### src/rtl/tdac_pkg.sv
package tdac_pkg;
  parameter int unsigned COARSE_BITS = 5;
  parameter int unsigned FINE_BITS   = 8;

  typedef struct packed {
    logic periodStart;
    logic outGate;
  } tdacStrobe_t;
endpackage

### src/rtl/tdac_ctrl.sv
module tdac_ctrl
  import tdac_pkg::*;
#(
  parameter int unsigned CW = COARSE_BITS,
  parameter int unsigned FW = FINE_BITS,
  localparam int unsigned W = CW + FW
) (
  input  logic         clk,
  input  logic         rstN,
  input  logic [W-2:0] presetWord,
  input  logic         presetLsb,
  input  logic         presetLoad,
  input  logic         stepUp,
  input  logic         stepDown,
  input  logic         powerOn,
  output logic [W-1:0] tuneCount,
  output logic [W-1:0] phase,
  output tdacStrobe_t  strobe
);
  localparam logic [W-1:0] MAXV = '1;

  logic onlyUp, onlyDown;
  assign onlyUp   = stepUp && !stepDown;
  assign onlyDown = stepDown && !stepUp;

  always_ff @(posedge clk) begin
    if (!rstN) begin
      tuneCount <= '0;
      phase     <= '0;
    end else begin
      phase <= phase + 1'b1;
      if (presetLoad)
        tuneCount <= {presetWord, presetLsb};
      else if (onlyUp && tuneCount != MAXV)
        tuneCount <= tuneCount + 1'b1;
      else if (onlyDown && tuneCount != '0)
        tuneCount <= tuneCount - 1'b1;
    end
  end

  always_comb begin
    strobe.periodStart = (phase == '0);
    strobe.outGate     = powerOn;
  end


  load_takes_chk: assert property (@(posedge clk) disable iff (!rstN)
    presetLoad |=> tuneCount == $past({presetWord, presetLsb}));

  step_up_chk: assert property (@(posedge clk) disable iff (!rstN)
    (!presetLoad && onlyUp && tuneCount != MAXV) |=> tuneCount == W'($past(tuneCount) + 1'b1));

  both_hold_chk: assert property (@(posedge clk) disable iff (!rstN)
    (!presetLoad && stepUp && stepDown) |=> $stable(tuneCount));

  no_overflow_chk: assert property (@(posedge clk) disable iff (!rstN)
    (!presetLoad && onlyUp && tuneCount == MAXV) |=> tuneCount == MAXV);

  no_underflow_chk: assert property (@(posedge clk) disable iff (!rstN)
    (!presetLoad && onlyDown && tuneCount == '0) |=> tuneCount == '0);
endmodule

### src/rtl/tdac_brm.sv
module tdac_brm #(
  parameter int unsigned FW = tdac_pkg::FINE_BITS
) (
  input  logic [FW-1:0] slot,
  input  logic [FW-1:0] fine,
  output logic          hit
);
  logic [FW-1:0] revSlot;

  for (genvar b = 0; b < FW; b++) begin : g_rev
    assign revSlot[b] = slot[FW-1-b];
  end

  assign hit = (revSlot < fine);
endmodule

### src/rtl/tdac_datapath.sv
module tdac_datapath
  import tdac_pkg::*;
#(
  parameter int unsigned CW = COARSE_BITS,
  parameter int unsigned FW = FINE_BITS,
  localparam int unsigned W = CW + FW
) (
  input  logic         clk,
  input  logic         rstN,
  input  logic [W-1:0] tuneCount,
  input  logic [W-1:0] phase,
  input  tdacStrobe_t  strobe,
  output logic         tuneOut
);
  logic [W-1:0]  activeVal, effVal;
  logic [FW-1:0] slotIdx;
  logic [CW-1:0] slotPos;
  logic [CW:0]   pulseWidth;
  logic          brmHit;

  assign effVal  = strobe.periodStart ? tuneCount : activeVal;
  assign slotIdx = phase[W-1:CW];
  assign slotPos = phase[CW-1:0];

  tdac_brm #(.FW(FW)) i_brm (
    .slot(slotIdx),
    .fine(effVal[FW-1:0]),
    .hit (brmHit)
  );

  assign pulseWidth = {1'b0, effVal[W-1:FW]} + {{CW{1'b0}}, brmHit};

  always_ff @(posedge clk) begin
    if (!rstN) begin
      activeVal <= '0;
      tuneOut   <= 1'b0;
    end else begin
      if (strobe.periodStart) activeVal <= tuneCount;
      tuneOut <= strobe.outGate && ({1'b0, slotPos} < pulseWidth);
    end
  end


  boundary_only_chk: assert property (@(posedge clk) disable iff (!rstN)
    (activeVal != $past(activeVal)) |-> $past(phase) == '0);

  standby_low_chk: assert property (@(posedge clk) disable iff (!rstN)
    !strobe.outGate |=> !tuneOut);
endmodule

### src/rtl/tuning_dac.sv
module tuning_dac
  import tdac_pkg::*;
#(
  parameter int unsigned CW = COARSE_BITS,
  parameter int unsigned FW = FINE_BITS,
  localparam int unsigned W = CW + FW
) (
  input  logic         clk,
  input  logic         rstN,
  input  logic [W-2:0] presetWord,
  input  logic         presetLsb,
  input  logic         presetLoad,
  input  logic         stepUp,
  input  logic         stepDown,
  input  logic         powerOn,
  output logic [W-1:0] tuneCount,
  output logic         tuneOut
);
  logic [W-1:0] phase;
  tdacStrobe_t  strobe;

  tdac_ctrl #(.CW(CW), .FW(FW)) i_ctrl (
    .clk(clk), .rstN(rstN),
    .presetWord(presetWord), .presetLsb(presetLsb), .presetLoad(presetLoad),
    .stepUp(stepUp), .stepDown(stepDown), .powerOn(powerOn),
    .tuneCount(tuneCount), .phase(phase), .strobe(strobe)
  );

  tdac_datapath #(.CW(CW), .FW(FW)) i_dp (
    .clk(clk), .rstN(rstN),
    .tuneCount(tuneCount), .phase(phase), .strobe(strobe),
    .tuneOut(tuneOut)
  );
endmodule

### config.mk
export PLATFORM = sky130hd
export DESIGN_NAME = tuning_dac
export DESIGN_NICKNAME = d
export VERILOG_FILES = /design/src/rtl/tdac_pkg.sv /design/src/rtl/tdac_ctrl.sv /design/src/rtl/tdac_brm.sv /design/src/rtl/tdac_datapath.sv /design/src/rtl/tuning_dac.sv
export SDC_FILE = /design/constraint.sdc
export NUM_CORES = 1
export LEC_CHECK = 0
export BUFFER_PORTS_ARGS = -buffer_cell sky130_fd_sc_hd__buf_2
export CORE_UTILIZATION = 55
export CTS_CLUSTER_SIZE = 28
export DETAILED_ROUTE_END_ITERATION = 8
export PLACE_DENSITY = 0.87
export REMOVE_ABC_BUFFERS = 1
export SYNTH_ARGS = -nofsm -noshare
export SYNTH_HDL_FRONTEND = slang
export SYNTH_SLANG_ARGS = --single-unit
### constraint.sdc
create_clock -name clk -period 6.6 [get_ports clk]
set_clock_uncertainty 0.05 [all_clocks]
set_input_delay 1.98 -clock clk [delete_from_list [all_inputs] [get_ports clk]]
set_output_delay 1.98 -clock clk [all_outputs]
set_load 0.02 [all_outputs]
== Word level (Yosys, flattened, before mapping) ==
Index checks and enable logic that the tools add are counted.

* Add/subtract/negate cells: 4
* Magnitude comparators: 2
* Equal/unequal tests: 1
* Muxes and demuxes: 4
* Reduce and logical (&&, ||, !) cells: 10

{| class="wikitable"
|+ Operators by type and width
! operator !! number
|-
| two-way mux 13 bit || 4
|-
| adder 13 x 1 -> 13 bit (second input constant) || 2
|-
| zero test 13 bit || 1
|-
| != test 13 bit (second input constant) || 1
|-
| nonzero test 13 bit || 1
|-
| subtractor 13 x 1 -> 13 bit (second input constant) || 1
|-
| < comparator 8 bit || 1
|-
| adder 5 x 1 -> 6 bit || 1
|-
| < comparator 5 x 6 -> 1 bit || 1
|-
| logical AND 1 bit || 5
|-
| nonzero test 3 bit || 1
|-
| zero test 1 bit || 2
|}

* Register bits: 40
* Input port bits: 19
* Output and inout bits: 14
* Logic and storage cells: 25

== Longest topological paths before layout ==
* Word-level depth: 6
* Mapped depth: 20
* Mapped depth without buffers: 19

== By module ==
A second synthesis with hierarchy kept.

* Cells, all modules: 339
* Area total of the unflattened synthesis: 2,975.4 µm²

{| class="wikitable"
|+ Modules (own cells, without submodules)
! module !! instances !! cells each !! area each (µm²) !! seq. area each (µm²)
|-
| tdac_ctrl || 1 || 243 || 2,034.5 || 520.5
|-
| tdac_datapath || 1 || 71 || 764.5 || 280.3
|-
| tdac_brm || 1 || 25 || 176.4 || 0.0
|}

== Worst setup path before layout ==
No wires, ideal clock.

* Path type: input -> register
* Start point: input port stepDown
* End point: register i_ctrl.tuneCount[10]
* Setup time: 0.116 ns
* Arrival time: 3.854 ns
* Data required time: 6.434 ns
* Setup slack: 2.580 ns
* Cell stages on the path: 8
* Buffers on the path: 0
* Cell sequence: a211o_2 > fa_1 > a211oi_1 > o21ai_1 > a41oi_1 > xor2_1 > o211ai_1 > o211a_1

* Word-level cells in the longest chain between the ends: 5
* Elaborated cells on any way between the ends: 8
* Those cells by class: mux: 2; reduce/logical: 6

{| class="wikitable"
|+ Ends and longest elaborated chain
! element !! line !! RTL
|-
| start: declaration || tuning_dac.sv:14 || <nowiki>input logic stepDown,</nowiki>
|-
| zero test 1 bit || tdac_ctrl.sv:23 || <nowiki>assign onlyUp = stepUp && !stepDown;</nowiki>
|-
| logical AND 1 bit || tdac_ctrl.sv:23 ||
|-
| logical AND 1 bit || tdac_ctrl.sv:34 || <nowiki>else if (onlyUp && tuneCount != MAXV)</nowiki>
|-
| two-way mux 13 bit || tdac_ctrl.sv:34 ||
|-
| two-way mux 13 bit || tdac_ctrl.sv:32 || <nowiki>if (presetLoad)</nowiki>
|-
| end signal: assignment || tdac_ctrl.sv:33 || <nowiki>tuneCount <= {presetWord, presetLsb};</nowiki>
|-
| end signal: assignment || tdac_ctrl.sv:35 || <nowiki>tuneCount <= tuneCount + 1'b1;</nowiki>
|-
| end signal: assignment || tdac_ctrl.sv:37 || <nowiki>tuneCount <= tuneCount - 1'b1;</nowiki>
|-
| end: declaration || tdac_ctrl.sv:16 || <nowiki>output logic [W-1:0] tuneCount,</nowiki>
|}

Parallel ways exist; a longest one is shown, timed or not.
A chain may end at the register's enable or synchronous reset.

== Worst setup path in the final report ==
* Start point: register i_ctrl.phase[0]
* End point: register i_dp.tuneOut

* Word-level cells in the longest chain between the ends: 6

{| class="wikitable"
|+ Ends and longest elaborated chain
! element !! line !! RTL
|-
| start: declaration || tdac_ctrl.sv:17 || <nowiki>output logic [W-1:0] phase,</nowiki>
|-
| start signal: assignment || tdac_ctrl.sv:31 || <nowiki>phase <= phase + 1'b1;</nowiki>
|-
| zero test 13 bit || tdac_ctrl.sv:42 || <nowiki>strobe.periodStart = (phase == '0);</nowiki>
|-
| two-way mux 13 bit || n/a ||
|-
| < comparator 8 bit || tdac_brm.sv:14 || <nowiki>assign hit = (revSlot < fine);</nowiki>
|-
| adder 5 x 1 -> 6 bit || tdac_datapath.sv:31 || <nowiki>assign pulseWidth = {1'b0, effVal[W-1:FW]} + {{CW{1'b0}}, brmHit};</nowiki>
|-
| < comparator 5 x 6 -> 1 bit (*) || tdac_datapath.sv:39 || <nowiki>tuneOut <= strobe.outGate && ({1'b0, slotPos} < pulseWidth);</nowiki>
|-
| logical AND 1 bit (*) || tdac_datapath.sv:39 ||
|-
| end signal: assignment || tdac_datapath.sv:39 ||
|-
| end: declaration || tdac_datapath.sv:13 || <nowiki>output logic tuneOut</nowiki>
|}

Mark *: on every way between the ends. The rest lies on a longest branch, timed or not.

==> summary.txt <==
R2R Path End - i_dp.tuneOut
Crit-path most repeated cell - a21o_1
HP Class - reg2reg
Minimum clock period - 4.164 ns
Largest net degree at the start of global routing - 44
Slew HR - 0.5708
CP endpoint kind - flip-flop
Core ar. - 4723 sq um
Crit path largest cell delay - 0.35 ns
Post-synth EDFFs - 0
Sequential area share after synthesis - 0.2977
Die area - 5175 sq um
Root Buffer - clkbuf_8
# IOs - 33
Nets - 368
Synth area leader - dfxtp_1
Synth Register Bits - 40
ANT nets after route - 0
Finished Layout Cells - 390
Area Growth Syn to Fin - 10.60%
Setup Viol. Count Final - 0
Synthesis Warnings - 0
Final WL - 5887 um
Post_cts resized - 0
Final Hold Fails - 0
CTS clk-pin slew, worst paths - 0.07 ns
RSZ-0062 raised after global routing - false
Slew @ Worst Pin - 0.6437 ns
Max stage delay cell, worst path - dfxtp_1
R2r startpoint - i_ctrl.phase[0]
DR vias/cell - 5.849
Placer's final routability congestion estimate - 0.9232
Hold Buf Count CTS - 0
Outcome - finished, final reports clean
Vias in the first global route - 2155
CP required - 6.77 ns
Worst-Skew Late Latency - 0.30 ns
Placed cells - 382
CTS tree - yes
Final core occ - 0.6299
GR Overflow Total - 0
Antenna violations before repair - 0
Layout cell share with drive strength beyond 1 - 0.1672
Rows - 25
Max_cap viols - 0
Area of the multi-input gates - 1808 sq um
Setup tns final - 0 ns
Initial DRT Pass Iterations - 5
Total CTS buffers - 5
Ant diodes - 0
Top-area cell type share of the netlist area - 0.2977
Starting Density - 0.5695
Crit Path Max Fanout - 15
Wirelength per Cell - 15.09 um
Most frequent cells in the layout - dfxtp_1 (40), buf_2 (32), ha_1 (26), nand2_1 (20), mux2i_1 (16)
Global-route wire length before repair - 9770 um
Synthesized area - 2690 sq um
Final Max Tran Viols - 0
Post-CTS setup repair buffer count - 0
PD cells - 243.2 nW/um^2
Final Cycle Share - 0.6310
Crit. Startpoint - i_ctrl.phase[0]
R2R depth - 19
Max IR drop VDD - 118.6 uV
Clk buf depth - 2
Post-synthesis cell type count - 55
Post-synth ARST share - 0
Worst R2R Setup Slack - 2.44 ns
Commonest non-fill, non-tap cell in the layout - dfxtp_1
DP HPWL - 4313 um
Routed vias - 2281
End of the critical path - i_dp.tuneOut
GRT Overall Usage - 0.2438
Port-buffer cells - 32
Die Span Y - 71.94 um
Sink Count - 40
Fillers - 400
Starting DRT DRC Count - 110
Main flop type after synthesis - dfxtp_1
H-tree levels - 2
Crit Path Category - reg2reg
Cell leakage power - 1.385 nW
Worst setup SP type - flip-flop
Cells along the critical path - inv_1, ha_1, nor4b_4, nand3_4, mux2i_1, ha_1, a21o_1, a21o_1, a221o_1, a31oi_1, ha_1, ha_1, inv_1, ha_1, a21o_1, a21o_1, a21o_1, a21o_1, a21oi_1
Mapped Cells - 292
FF+latch area - 800.8 sq um
Worst Path Arrival - 4.34 ns
DRC viols - 0
Die width - 71.94 um
Synth area leaders - dfxtp_1 (30%), ha_1 (12%), mux2i_1 (6.0%)
Syn avg cell area - 9.213 sq um
Max Freq - 240.1 MHz
==> synthesized netlist by cell type, drive strengths merged (2+ instances only) <==
cell	number
and2	13
nor4b	2
a21o	10
a2111oi	2
nand3	14
buf	4
and3	7
o211ai	2
a211oi	5
dfxtp	40
mux2	2
clkbuf	5
o21bai	3
inv	7
nor2	11
o211a	5
nand2	21
a21oi	13
nand4	4
mux2i	17
ha	26
a21boi	3
a41oi	3
o21ai	16
xor2	6
nor2b	13
nor4	6
nor3	2
xnor2	14
a31oi	2
o311ai	2
==> critical path, delay by kind of cell, from the launching register on <==
kind,cells,cell delay [ns]
AOI/OAI and AO/OA,9,1.62
adders and majority gates,5,1.11
and+or+nand+nor,2,0.55
DFF,1,0.35
muxes,1,0.30
buffers and inverters,2,0.13
==> report_power, final <==
part	total [mW]	internal (mW)	switching [mW]
sequential	0.290	0.262	0.0279
combinational	0.262	0.119	0.144
clock	0.171	0.0835	0.0875
==> metal layers <==
| metal | up-vias | track usage | wire, um |
|---|---|---|---|
| met5 | - | 0 | 0 |
| met4 | 0 | 0.08497 | 71 |
| met3 | 5 | 0.05833 | 234 |
| met2 | 51 | 0.4182 | 2971 |
| met1 | 1091 | 0.2997 | 2609 |
| li1 | 1134 | - | - |
==> logic make-up (layout without fill, tap and decap cells) <==
kind of cell,Yosys count,count (layout),synth area share
and+or+nand+nor,97,97,0.2167
AOI/OAI and AO/OA,72,72,0.1874
DFF,40,40,0.2977
adders and majority gates,27,27,0.1284
xor gates and xnor gates,20,20,0.06512
muxes,19,19,0.07441
buffers and inverters,17,48,0.03023
==> worst min-delay path by stage <==
| stage | from | to | slack [ns] | cells after the start |
|---|---|---|---|---|
| after floorplan | i_ctrl.phase[0] | i_ctrl.phase[0] | 0.39 | 1 |
| after global placement | i_ctrl.phase[0] | i_ctrl.phase[0] | 0.41 | 1 |
| after detailed placement | i_ctrl.phase[0] | i_ctrl.phase[0] | 0.42 | 1 |
| after CTS | i_ctrl.phase[0] | i_ctrl.phase[0] | 0.44 | 1 |
| after global routing | i_ctrl.phase[0] | i_ctrl.phase[0] | 0.49 | 1 |
| final | i_ctrl.phase[0] | i_ctrl.phase[0] | 0.44 | 1 |
==> stage by stage <==
stage,hold slack [ns],total power [mW],setup WS (ns),instance area [sq um]
2_1_floorplan,0.3936,0.4870,2.573,2639
3_3_place_gp,0.4129,0.5456,2.305,2883
3_5_place_dp,0.4162,0.5532,2.283,2883
4_1_cts,0.4426,0.7258,2.403,2975
5_1_grt,0.4857,0.7738,2.135,2975
6_report,0.4422,0.7235,2.436,2975
==> layout make-up <==
cell class / instances / area share
Multi-Input combinational cell: 235 / 0.6077
Inverter: 8 / 0.01009
Clock buffer: 6 / 0.02775
Tap cell: 67 / 0.02817
Timing Repair Buffer: 32 / 0.05383
Sequential cell: 40 / 0.2691
Clock inverter: 2 / 0.003364
==> state kept, by name, indices dropped and copies added, names as in the netlist <==
name / flops
i_ctrl.phase: 13
i_ctrl.tuneCount: 13
i_dp.tuneOut: 1
i_dp.activeVal: 13
Power figures use the tool's default switching activity.
